File: src/rtl/cmp_flag_pkg.sv
package cmp_flag_pkg;
    parameter int OPW = 32;

    typedef enum logic [1:0] {
        SZ_BYTE  = 2'b00,
        SZ_HALF  = 2'b01,
        SZ_WORD  = 2'b10,
        SZ_WORD2 = 2'b11
    } op_size_e;

    typedef struct packed {
        logic cf;
        logic of;
        logic sf;
        logic zf;
        logic af;
        logic pf;
    } flags_t;

    function automatic logic [OPW-1:0] size_mask(input op_size_e sz);
        logic [OPW-1:0] m;
        unique case (sz)
            SZ_BYTE: m = OPW'(8'hFF);
            SZ_HALF: m = OPW'(16'hFFFF);
            default: m = '1;
        endcase
        return m;
    endfunction
endpackage

File: src/rtl/cmp_operand_sel.sv
module cmp_operand_sel
    import cmp_flag_pkg::*;
#(
    parameter int IMM_W = 8
) (
    input  op_size_e           size_i,
    input  logic               use_imm_i,
    input  logic [OPW-1:0]     src1_i,
    input  logic [OPW-1:0]     src2_i,
    input  logic [IMM_W-1:0]   imm_i,
    output logic [OPW-1:0]     opa_o,
    output logic [OPW-1:0]     opb_o
);
    localparam int EXT_W = OPW - IMM_W;

    logic [OPW-1:0] imm_ext;
    logic [OPW-1:0] mask;

    always_comb begin
        imm_ext = {{EXT_W{imm_i[IMM_W-1]}}, imm_i};
        mask    = size_mask(size_i);
        opa_o   = src1_i & mask;
        opb_o   = (use_imm_i ? imm_ext : src2_i) & mask;
    end
endmodule

File: src/rtl/cmp_flag_calc.sv
module cmp_flag_calc
    import cmp_flag_pkg::*;
(
    input  op_size_e       size_i,
    input  logic [OPW-1:0] opa_i,
    input  logic [OPW-1:0] opb_i,
    output flags_t         flags_o
);
    logic [OPW-1:0] diff;
    logic           a_top;
    logic           b_top;
    logic           r_top;

    always_comb begin
        diff = opa_i - opb_i;
        unique case (size_i)
            SZ_BYTE: begin a_top = opa_i[7];  b_top = opb_i[7];  r_top = diff[7];  end
            SZ_HALF: begin a_top = opa_i[15]; b_top = opb_i[15]; r_top = diff[15]; end
            default: begin
                a_top = opa_i[OPW-1]; b_top = opb_i[OPW-1]; r_top = diff[OPW-1];
            end
        endcase
        flags_o.cf = opa_i < opb_i;
        flags_o.of = (a_top != b_top) && (r_top != a_top);
        flags_o.sf = r_top;
        flags_o.zf = (diff & size_mask(size_i)) == '0;
        flags_o.af = opa_i[3:0] < opb_i[3:0];
        flags_o.pf = ~^diff[7:0];
    end
endmodule

File: src/rtl/cmp_flag_reg.sv
module cmp_flag_reg
    import cmp_flag_pkg::*;
(
    input  logic   clk,
    input  logic   rst_n,
    input  logic   load_i,
    input  flags_t next_i,
    output flags_t flags_o
);
    always_ff @(posedge clk or negedge rst_n) begin
        if (!rst_n)
            flags_o <= '0;
        else if (load_i)
            flags_o <= next_i;
    end
endmodule

File: src/rtl/cmp_flag_unit.sv
module cmp_flag_unit
    import cmp_flag_pkg::*;
#(
    parameter int IMM_W = 8
) (
    input  logic             clk,
    input  logic             rst_n,
    input  logic             valid_i,
    input  logic [1:0]       size_i,
    input  logic             use_imm_i,
    input  logic [31:0]      src1_i,
    input  logic [31:0]      src2_i,
    input  logic [IMM_W-1:0] imm_i,
    output logic             cf_o,
    output logic             of_o,
    output logic             sf_o,
    output logic             zf_o,
    output logic             af_o,
    output logic             pf_o
);
    op_size_e       size_e;
    logic [OPW-1:0] opa;
    logic [OPW-1:0] opb;
    flags_t         next_flags;
    flags_t         cur_flags;

    assign size_e = op_size_e'(size_i);

    cmp_operand_sel #(.IMM_W(IMM_W)) u_sel (
        .size_i    (size_e),
        .use_imm_i (use_imm_i),
        .src1_i    (src1_i),
        .src2_i    (src2_i),
        .imm_i     (imm_i),
        .opa_o     (opa),
        .opb_o     (opb)
    );

    cmp_flag_calc u_calc (
        .size_i  (size_e),
        .opa_i   (opa),
        .opb_i   (opb),
        .flags_o (next_flags)
    );

    cmp_flag_reg u_reg (
        .clk     (clk),
        .rst_n   (rst_n),
        .load_i  (valid_i),
        .next_i  (next_flags),
        .flags_o (cur_flags)
    );

    assign cf_o = cur_flags.cf;
    assign of_o = cur_flags.of;
    assign sf_o = cur_flags.sf;
    assign zf_o = cur_flags.zf;
    assign af_o = cur_flags.af;
    assign pf_o = cur_flags.pf;
endmodule

File: config.mk
export PLATFORM = sky130hd
export DESIGN_NAME = cmp_flag_unit
export DESIGN_NICKNAME = d
export VERILOG_FILES = /design/src/rtl/cmp_flag_pkg.sv /design/src/rtl/cmp_operand_sel.sv /design/src/rtl/cmp_flag_calc.sv /design/src/rtl/cmp_flag_reg.sv /design/src/rtl/cmp_flag_unit.sv
export SDC_FILE = /design/constraint.sdc
export NUM_CORES = 1
export LEC_CHECK = 0
export ABC_AREA = 1
export BUFFER_PORTS_ARGS = -buffer_cell sky130_fd_sc_hd__buf_2
export CORE_ASPECT_RATIO = 1.4
export CORE_UTILIZATION = 48
export DETAILED_ROUTE_END_ITERATION = 6
export PLACE_DENSITY = 0.72
export SYNTH_ARGS = -nofsm -noshare
export SYNTH_HDL_FRONTEND = slang
export SYNTH_SLANG_ARGS = --single-unit
File: constraint.sdc
create_clock -name clk -period 0.9 [get_ports clk]
set_clock_uncertainty 0.2 [all_clocks]
set_input_delay 0 -clock clk [delete_from_list [all_inputs] [get_ports clk]]
set_output_delay 0 -clock clk [all_outputs]
set_load 0.01 [all_outputs]
==> impl_metrics.py, run 1 <==
metrics = {
    "floorplan": {
        "die_y_um": 106,
        "die_area_sq_um": 8070,
        "initial_core_util_pct": 50.0,
        "fp-row-count": 37,
        "die_w_um": 76.2,
        "top_level_ports": 84,
        "core_sq_um": 7410,
    },
    "worst_setup_path": {
        "cp_common_cell": "buf_4",
        "arrival_ps": 2370,
        "critical_path.top_delay_family": "simple AND/OR/NAND/NOR gates",
        "slowest_delay_ps": 290,
        "critPathSlowestCell": "ha_1",
        "endpoint": "u_reg.flags_o[2]",
        "reg2reg_from": "u_reg.flags_o[3]",
        "crit_path_max_fanout": 6,
        "crit_required_ps": 860,
        "cp-startpoint": "use_imm_i",
        "worstSetupEndpointType": "register",
        "timing.rr.end": "u_reg.flags_o[3]",
        "r2r.worst_path.cells": 2,
        "r2r_setup_slack_ps": -70,
        "critPathBufInv": 5,
        "cp_cell_sequence": "buf_12 -> buf_4 -> mux2i_1 -> ha_1 -> buf_4 -> nand2_2 -> inv_1 -> a21oi_2 -> nand2_2 -> buf_4 -> xnor2_1 -> a21oi_1 -> nor2_1 -> nand3_1 -> nor2_2 -> nand2_1 -> nand2_1",
        "path_class": "input port to register",
        "cp-start-kind": "input port",
        "path_depth": 17,
    },
    "pwr": {
        "comb_power_share_pct": 88.5,
        "swShare_pct": 52.8,
        "powerDensity_nw_per_um2": 1060,
        "ir_worst_vdd_mv": 1.53,
        "p_seq_share_pct": 5.4,
        "switchingPower_uw": 3500,
        "total_power_uw": 6640,
        "clockPowerShare_pct": 6.1,
        "p_leak_uw": 0.00365,
        "internal_power_uw": 3130,
    },
    "timing": {
        "whs_ps": -25.5,
        "min_period_ps": 2410,
        "tightest_slew_ps": 322,
        "rsz0062_at_grt": "true",
        "max_freq_mhz": 416,
        "finalCritPeriodShare_pct": 267,
        "setup_viol": 12,
        "slew_violations": 0,
        "hold_viol": 11,
        "setup_tns_ps": -8320,
        "slew_headroom_pct": 78.4,
        "setup_ws_ps": -1510,
    },
    "logic_synthesis": {
        "syn_nets": 882,
        "ys_warn_count": 0,
        "ys_ff_latch": 6,
        "synth-seq-area-share_pct": 4.06,
        "synth_area_sq_um": 3700,
        "synthCells": 767,
        "synth.distinct_cells": 31,
        "synth_area_per_cell_sq_um": 4.83,
    },
    "global_routing": {
        "grt_pass1_vias": 5430,
        "grt_pass1_wl_um": 23500,
        "grt_use_total_pct": 36.3,
        "gr-total-overflow": 0,
        "grt_max_degree": 32,
        "antenna_found_initial": 0,
        "use_met3_pct": 2.66,
        "grt.busiest_layer": "met2",
        "met1_usage_pct": 33.4,
        "use_met2_pct": 72.3,
    },
    "layout": {
        "final_area_sq_um": 6270,
        "reg_top3": "u_reg.flags_o (6)",
        "nets": 1058,
        "largest_register_ffs": 6,
        "diodes": 0,
        "syn_to_final_growth_pct": 69.5,
        "regMostFlops": "u_reg.flags_o",
        "layout-drive-gt1-share_pct": 43.3,
        "final_cell_mix": "nand2_1, inv_1, nand2_2, buf_2, buf_4",
        "layout_commonest_cell": "nand2_1",
        "fin_util_pct": 84.7,
        "final_cell_count_no_fill": 1038,
    },
    "clock_network": {
        "cts.htree.levels": 1,
        "cts_tree": "yes",
        "cts_root_buf": "clkbuf_8",
        "clock_latency_ps": 220,
        "clk_pin_slew_ps": 40,
        "holdBufCountCts": 1,
        "clock-sinks": 6,
        "cts_buffers": 3,
        "clock_path_buffers": 2,
    },
    "outcome": {
        "status": "complete, but fails checks",
        "violations": "negative hold slack, negative setup slack",
    },
    "detailed_routing": {
        "drt-total-wl_um": 18500,
        "dr.pass1.iters": 5,
        "ant_nets": 0,
        "drt_drc_violations_left": 0,
        "wl_per_cell_um": 17.8,
        "vias_per_cell": 5.61,
        "first_iter_violations": 395,
        "num_vias": 5825,
    },
    "placement": {
        "place.gp.congestion": 0.957,
        "port_buffers": 83,
        "dp.cells": 1009,
        "placed_cell_area_sq_um": 5170,
        "dp_hpwl_um": 11400,
    },
    "flow_run": {
        "cap_violations": 0,
    },
    "hold_path": {
        "hp-class": "input port to async pin",
    },
}
==> cells in the mapped netlist <==
master	count	area [sq um]
a22oi_1	1	7.51
and3_1	2	12.5
nand3_2	5	50.1
nand3b_1	9	67.6
inv_2	1	3.75
a21oi_1	23	115
and2_1	4	25.0
clkbuf_1	8	30.0
o21ai_1	2	10.0
buf_1	2	7.51
nand3_1	43	215
mux2i_1	5	50.1
nand2_1	352	1320
ha_1	36	450
buf_2	2	10.0
nand2_2	13	81.3
dfrtp_1	6	150
nor2_1	48	180
inv_1	158	593
a21o_1	2	15.0
o21ai_0	3	15.0
xnor2_1	6	52.6
or2_2	4	25.0
o31ai_1	1	7.51
fa_1	1	20.0
xor2_1	3	26.3
clkinv_1	2	7.51
a31oi_1	2	12.5
nand4_1	9	56.3
nor2_2	10	62.6
nor3_1	4	20.0
==> layer usage <==
layer	wire, um	share of wire (%)
met1	6110	33
met4	1950	11
met3	1500	8.1
met5	0	0
met2	8950	48
==> worst min path at each step <==
stage                from               end  slack [ps]  depth (start not counted)
global placement    rst_n  u_reg.flags_o[5]        -370                          1
global route        rst_n  u_reg.flags_o[2]         -20                          2
finish              rst_n  u_reg.flags_o[2]         -30                          2
detailed placement  rst_n  u_reg.flags_o[5]        -370                          1
CTS                 rst_n  u_reg.flags_o[5]         -60                          2
floorplan           rst_n  u_reg.flags_o[0]        -500                          0
==> what timing repair did <==
item,CTS,global route
resized for setup,74,156
buffers inserted,13,18
pin swaps,24,90
hold endpoints to repair,12,11
cloned,0,3
setup endpoints to repair,12,12
==> cell type report <==
class	instances	area, sq um
Multi-Input combinational cell	588	3970
Timing Repair Buffer	183	1370
Fill cell	459	1130
Inverter	161	627
Sequential cell	6	150
Tap cell	97	121
Clock buffer	3	41.3
==> metrics by stage <==
stage,setup slack (ps),hold WS [ps]
3_3_place_gp,-1800,-370
2_1_floorplan,-1450,-496
6_report,-1510,-25.5
5_1_grt,-1650,-23.6
4_1_cts,-1330,-63.3
3_5_place_dp,-1820,-369
==> power by group through the flow <==
| stage | Combinational [uW] | Clock, uW | Sequential [uW] |
|---|---|---|---|
| floorplan | 2710 | 0 | 383 |
| finish | 5870 | 403 | 360 |
| CTS | 4730 | 406 | 353 |
| detailed placement | 4210 | 0 | 355 |
| global placement | 4120 | 0 | 353 |
| global route | 6250 | 424 | 359 |
==> cell families (layout without fill, tap and decap cells) <==
logic type / count (synthesis) / count (layout) / share of synthesized area (%)
muxes: 5 / 5 / 1.35
AOI/OAI and AO/OA: 34 / 34 / 4.94
and+or+nand+nor: 503 / 503 / 57.2
DFF: 6 / 6 / 4.06
buffers and inverters: 173 / 347 / 17.6
xor gates and xnor gates: 9 / 9 / 2.13
adders and majority gates: 37 / 37 / 12.7
==> worst reg2reg max path, cell delays in order, from the launching register on <==
cell and delay, ps:
dfrtp_1 380, nor2_1 210, a31oi_4 60
Power figures use the tool's default switching activity.
==> inputs of run 2 (changes only) <==
Settings changed: CORE_UTILIZATION 48 to 34, PLACE_DENSITY 0.72 to not set, RECOVER_POWER set to 25.
==> run 2 against run 1 <==
Net effect:
- the flow still finishes with violations (negative hold slack, negative setup slack)
- core utilization shrank 23 points
- global-route usage shrank 12 points
- setup slack improved by 120 ps
- register-to-register slack improved by 130 ps
- sequential power decreased by 1%
- first-iteration DRC count decreased by 61%
- final cell count grew 5.1%
- non-clock buffer count grew 12
- worst hold slack worse by 46 ps
- critical path type unchanged
- critical endpoint unchanged
- highest routed layer unchanged
==> impl_metrics.py, run 2 (synthesis results as in run 1) <==
metrics = {
    "timing": {
        "tightest_slew_ps": 404,
        "hold_viol": 6,
        "setup_ws_ps": -1390,
        "rsz0062_at_grt": "true",
        "min_period_ps": 2290,
        "slew_headroom_pct": 73.0,
        "slew_violations": 0,
        "setup_viol": 12,
        "finalCritPeriodShare_pct": 254,
        "whs_ps": -71.1,
        "max_freq_mhz": 437,
    },
    "layout": {
        "diodes": 0,
        "final_cell_mix": "nand2_1, inv_1, nand2_2, buf_4, buf_2",
        "final_area_sq_um": 6420,
        "syn_to_final_growth_pct": 73.4,
        "final_cell_count_no_fill": 1091,
        "regMostFlops": "u_reg.flags_o",
        "nets": 1070,
        "layout-drive-gt1-share_pct": 46.0,
        "layout_commonest_cell": "nand2_1",
        "largest_register_ffs": 6,
        "reg_top3": "u_reg.flags_o (6)",
    },
    "clock_network": {
        "holdBufCountCts": 1,
        "clock_path_buffers": 2,
        "cts.htree.levels": 1,
        "clock_latency_ps": 230,
        "cts_root_buf": "clkbuf_16",
        "clk_pin_slew_ps": 40,
        "cts_buffers": 3,
        "clock-sinks": 6,
        "cts_tree": "yes",
    },
    "pwr": {
        "switchingPower_uw": 3130,
        "ir_worst_vdd_mv": 0.907,
        "p_leak_uw": 0.00374,
        "powerDensity_nw_per_um2": 1020,
        "comb_power_share_pct": 83.4,
        "swShare_pct": 47.9,
        "p_seq_share_pct": 5.5,
        "clockPowerShare_pct": 11.1,
        "internal_power_uw": 3400,
    },
    "placement": {
        "place.gp.congestion": 0.931,
        "dp_hpwl_um": 11100,
        "dp.cells": 1061,
        "port_buffers": 83,
        "placed_cell_area_sq_um": 5290,
        "place_worst_setup_slack_ps": -1880,
    },
    "worst_setup_path": {
        "crit_path_max_fanout": 5,
        "reg2reg_from": "u_reg.flags_o[3]",
        "cp-start-kind": "input port",
        "worstSetupEndpointType": "register",
        "r2r_setup_slack_ps": 60,
        "crit_required_ps": 870,
        "arrival_ps": 2260,
        "timing.rr.end": "u_reg.flags_o[3]",
        "r2r.worst_path.cells": 2,
        "path_class": "input port to register",
    },
    "floorplan": {
        "initial_core_util_pct": 35.4,
        "die_area_sq_um": 11300,
        "die_y_um": 125,
        "core_sq_um": 10500,
        "top_level_ports": 84,
        "fp-row-count": 44,
        "die_w_um": 90.2,
    },
    "global_routing": {
        "grt_pass1_wl_um": 22400,
        "grt_pass1_vias": 5051,
        "grt_max_degree": 34,
        "grt_use_total_pct": 24.1,
        "gr-total-overflow": 0,
        "antenna_found_initial": 0,
    },
    "outcome": {
        "violations": "negative hold slack, negative setup slack",
        "status": "complete, but fails checks",
    },
    "hold_path": {
        "whs_path_depth": 3,
        "hp-class": "input port to register",
        "holdCritStartpoint": "valid_i",
        "hold_end": "u_reg.flags_o[0]",
    },
    "detailed_routing": {
        "num_vias": 5101,
        "wl_per_cell_um": 12.5,
        "first_iter_violations": 153,
        "drt-total-wl_um": 13600,
        "ant_nets": 0,
        "dr.pass1.iters": 6,
        "drt_drc_violations_left": 0,
        "vias_per_cell": 4.68,
    },
    "flow_run": {
        "cap_violations": 0,
    },
}
[run 2: worst max path at each step]
stage,cells past startpoint,slack [ps],to,start
after floorplan,15,-1450,u_reg.flags_o[0],use_imm_i
after global placement,20,-1920,u_reg.flags_o[2],use_imm_i
after detailed placement,20,-1880,u_reg.flags_o[2],use_imm_i
after CTS,22,-1350,u_reg.flags_o[2],use_imm_i
after global routing,24,-1510,u_reg.flags_o[2],use_imm_i
final,24,-1390,u_reg.flags_o[2],use_imm_i
[run 2: cell type report]
| cell class | count | area (sq um) |
|---|---|---|
| fillers | 1057 | 4040 |
| multi-input cells | 588 | 3990 |
| repair buffers | 195 | 1410 |
| inverters | 161 | 619 |
| well taps | 138 | 173 |
| flip-flops and latches | 6 | 150 |
| clock buffers | 3 | 75.1 |
[run 2: through the flow]
| stage | utilization [%] | setup TNS (ps) | power [uW] |
|---|---|---|---|
| floorplan | - | -6730 | 3100 |
| global placement | 50.6 | -9720 | 4590 |
| detailed placement | 50.6 | -9690 | 4600 |
| CTS | 56.8 | -7570 | 5990 |
| global route | 61.4 | -8270 | 7110 |
| finish | 61.4 | -7450 | 6530 |
[run 2: routing by layer]
layer  share of wire [%]  vias up  global-route usage, %  routed length, um
li1                    -     2684                      -                  -
met1                  38     2249                   25.2               5160
met2                  52      121                   46.0               7080
met3                 2.3       47                   1.46                318
met4                 7.6        0                   15.4               1040
met5                   0        -                      0                  0
[run 2: critical path: stages]
cell and delay, ps:
buf_8 110, buf_12 120, clkinv_8 50, buf_12 110, buf_12 130, nand2_1 60
nand2_1 70, nand2_2 60, ha_4 340, nand2_4 90, nor2_4 170, buf_6 120
nand2_1 60, nand2_2 110, a21oi_2 80, nand2_1 70, nand2_2 50, nand2_1 80
nand2_1 60, nor2_2 100, nand2_1 70, nand2_1 50, nand2_1 50, nand2_1 60
[run 2: what timing repair did]
item	4_1_cts	5_1_grt
pin swaps	61	99
setup buffers	16	10
cloned	0	0
gates resized for setup	121	123
hold endpoints to repair	12	8
setup endpoints to repair	12	12
[run 2: power groups by stage]
stage	Combinational [uW]	Clock, uW	Sequential [uW]
final	5450	724	356
after floorplan	2710	0	383
after global routing	5980	761	365
after CTS	4900	738	357
after detailed placement	4240	0	359
after global placement	4230	0	360
==> inputs of run 3 (changes only) <==
Settings changed: RECOVER_POWER 25 to not set.
==> run 3 against run 2 <==
Net effect:
- the flow still finishes with violations (negative hold slack, negative setup slack)
- worst hold slack about the same
- first-iteration DRC count is the same
- maximum frequency about the same
- register-to-register slack hardly changed
- clock power is essentially flat
- critical endpoint unchanged
- sequential power is essentially flat
- sequential cell count is the same
- largest power group unchanged
- via count hardly changed
- critical path depth unchanged
- highest routed layer unchanged
- final cell count unchanged
- power about the same
- combinational power about the same
==> impl_metrics.py, run 3 (synthesis results as in run 1) <==
metrics = {
    "outcome": {
        "status": "complete, but fails checks",
        "violations": "negative hold slack, negative setup slack",
    },
    "clock_network": {
        "cts_buffers": 3,
        "cts_tree": "yes",
        "holdBufCountCts": 1,
        "clock_path_buffers": 2,
        "clk_pin_slew_ps": 40,
        "cts_root_buf": "clkbuf_16",
        "clock_latency_ps": 230,
        "cts.htree.levels": 1,
        "clock-sinks": 6,
    },
    "pwr": {
        "p_leak_uw": 0.00374,
        "powerDensity_nw_per_um2": 1020,
        "ir_worst_vdd_mv": 0.907,
        "internal_power_uw": 3410,
        "comb_power_share_pct": 83.5,
        "total_power_uw": 6530,
        "swShare_pct": 47.9,
        "switchingPower_uw": 3130,
        "clockPowerShare_pct": 11.1,
        "p_seq_share_pct": 5.5,
    },
    "global_routing": {
        "grt_max_degree": 34,
        "grt_pass1_wl_um": 22400,
        "grt_use_total_pct": 24.1,
        "grt_pass1_vias": 5051,
        "antenna_found_initial": 0,
        "gr-total-overflow": 0,
    },
    "timing": {
        "slew_headroom_pct": 79.9,
        "setup_viol": 12,
        "min_period_ps": 2290,
        "hold_viol": 12,
        "tightest_slew_ps": 301,
        "whs_ps": -71.1,
        "max_freq_mhz": 437,
        "setup_tns_ps": -7450,
        "rsz0062_at_grt": "true",
        "finalCritPeriodShare_pct": 254,
        "slew_violations": 0,
        "setup_ws_ps": -1390,
    },
    "layout": {
        "reg_top3": "u_reg.flags_o (6)",
        "diodes": 0,
        "largest_register_ffs": 6,
        "final_area_sq_um": 6420,
        "layout-drive-gt1-share_pct": 46.1,
        "syn_to_final_growth_pct": 73.5,
        "fillCellCount": 1056,
        "layout_commonest_cell": "nand2_1",
        "final_cell_count_no_fill": 1091,
        "nets": 1070,
        "regMostFlops": "u_reg.flags_o",
        "final_cell_mix": "nand2_1, inv_1, nand2_2, buf_4, buf_2",
    },
    "detailed_routing": {
        "first_iter_violations": 153,
        "ant_nets": 0,
        "drt_drc_violations_left": 0,
        "num_vias": 5106,
        "dr.pass1.iters": 6,
        "wl_per_cell_um": 12.5,
        "drt-total-wl_um": 13600,
        "vias_per_cell": 4.68,
    },
    "floorplan": {
        "fp-row-count": 44,
        "die_area_sq_um": 11300,
        "die_y_um": 125,
        "initial_core_util_pct": 35.4,
        "die_w_um": 90.2,
        "top_level_ports": 84,
        "core_sq_um": 10500,
    },
    "worst_setup_path": {
        "crit_path_max_fanout": 5,
        "crit_required_ps": 870,
        "cp_common_cell": "nand2_1",
        "worstSetupEndpointType": "register",
        "path_class": "input port to register",
        "r2r_setup_slack_ps": 60,
        "slowest_delay_ps": 340,
        "critPathBufInv": 6,
        "cp_cell_sequence": "buf_8 -> buf_12 -> clkinv_8 -> buf_12 -> buf_12 -> nand2_1 -> nand2_1 -> nand2_2 -> ha_4 -> nand2_4 -> nor2_4 -> buf_6 -> nand2_1 -> nand2_2 -> a21oi_2 -> nand2_1 -> nand2_2 -> nand2_1 -> nand2_1 -> nor2_2 -> nand2_1 -> nand2_1 -> nand2_1 -> nand2_1",
        "critical_path.top_delay_family": "simple AND/OR/NAND/NOR gates",
        "critPathSlowestCell": "ha_4",
        "arrival_ps": 2250,
        "cp-start-kind": "input port",
    },
    "flow_run": {
        "cap_violations": 0,
    },
    "placement": {
        "dp_hpwl_um": 11100,
        "port_buffers": 83,
        "placed_cell_area_sq_um": 5290,
        "dp.cells": 1061,
        "place.gp.congestion": 0.931,
    },
    "hold_path": {
        "hp-class": "input port to register",
    },
}
[run 3: changes by cell type in the layout (fill, tap and decap cells not counted), sizes merged]
cell    delta
clkbuf     -1
buf        +1
[run 3: cell type report]
| class | count | area (sq um) | area share (%) |
|---|---|---|---|
| Sequential cell | 6 | 150 | 2.34 |
| Multi-Input combinational cell | 588 | 3990 | 62.2 |
| Inverter | 161 | 619 | 9.65 |
| Clock buffer | 3 | 75.1 | 1.17 |
| Timing Repair Buffer | 195 | 1410 | 22.0 |
| Tap cell | 138 | 173 | 2.69 |
[run 3: worst register-to-register path: stages, from the launching register on]
cell     delay (ps)
dfrtp_1         370
nor2_1          110
a31oi_1          50
[run 3: final timing paths]
kind,start,to,cells after the start
worst max-delay path,use_imm_i,u_reg.flags_o[2],24
worst min-delay path,valid_i,u_reg.flags_o[0],3
worst max register to register,u_reg.flags_o[3],u_reg.flags_o[3],2
worst min register to register,u_reg.flags_o[4],u_reg.flags_o[4],2
max in group asynchronous,rst_n,u_reg.flags_o[4],2
min in group asynchronous,rst_n,u_reg.flags_o[5],2
[run 3: per-layer routing]
| metal | global-route usage, % | up-vias | share of wire, % |
|---|---|---|---|
| met3 | 1.46 | 47 | 2.3 |
| met5 | 0 | - | 0 |
| met2 | 46.0 | 123 | 52 |
| met1 | 25.2 | 2252 | 38 |
| li1 | - | 2684 | - |
| met4 | 15.4 | 0 | 7.6 |
[run 3: metrics by stage]
step	setup slack (ps)	utilization [%]
after floorplan	-1450	-
after global placement	-1920	50.6
after detailed placement	-1880	50.6
after CTS	-1350	56.8
after global routing	-1510	61.4
final	-1390	61.4
[run 3: power by group through the flow]
stage	Sequential, uW	Combinational [uW]	Clock [uW]
2_1_floorplan	383	2710	0
3_3_place_gp	360	4230	0
3_5_place_dp	359	4240	0
4_1_cts	357	4900	738
5_1_grt	365	5980	761
6_report	356	5450	724
[run 3: what timing repair did]
action / 4_1_cts / 5_1_grt
hold endpoints to repair: 12 / 8
endpoints found under the setup margin: 12 / 12
resized for setup: 121 / 123
setup buffers: 16 / 10
pin swaps: 61 / 99
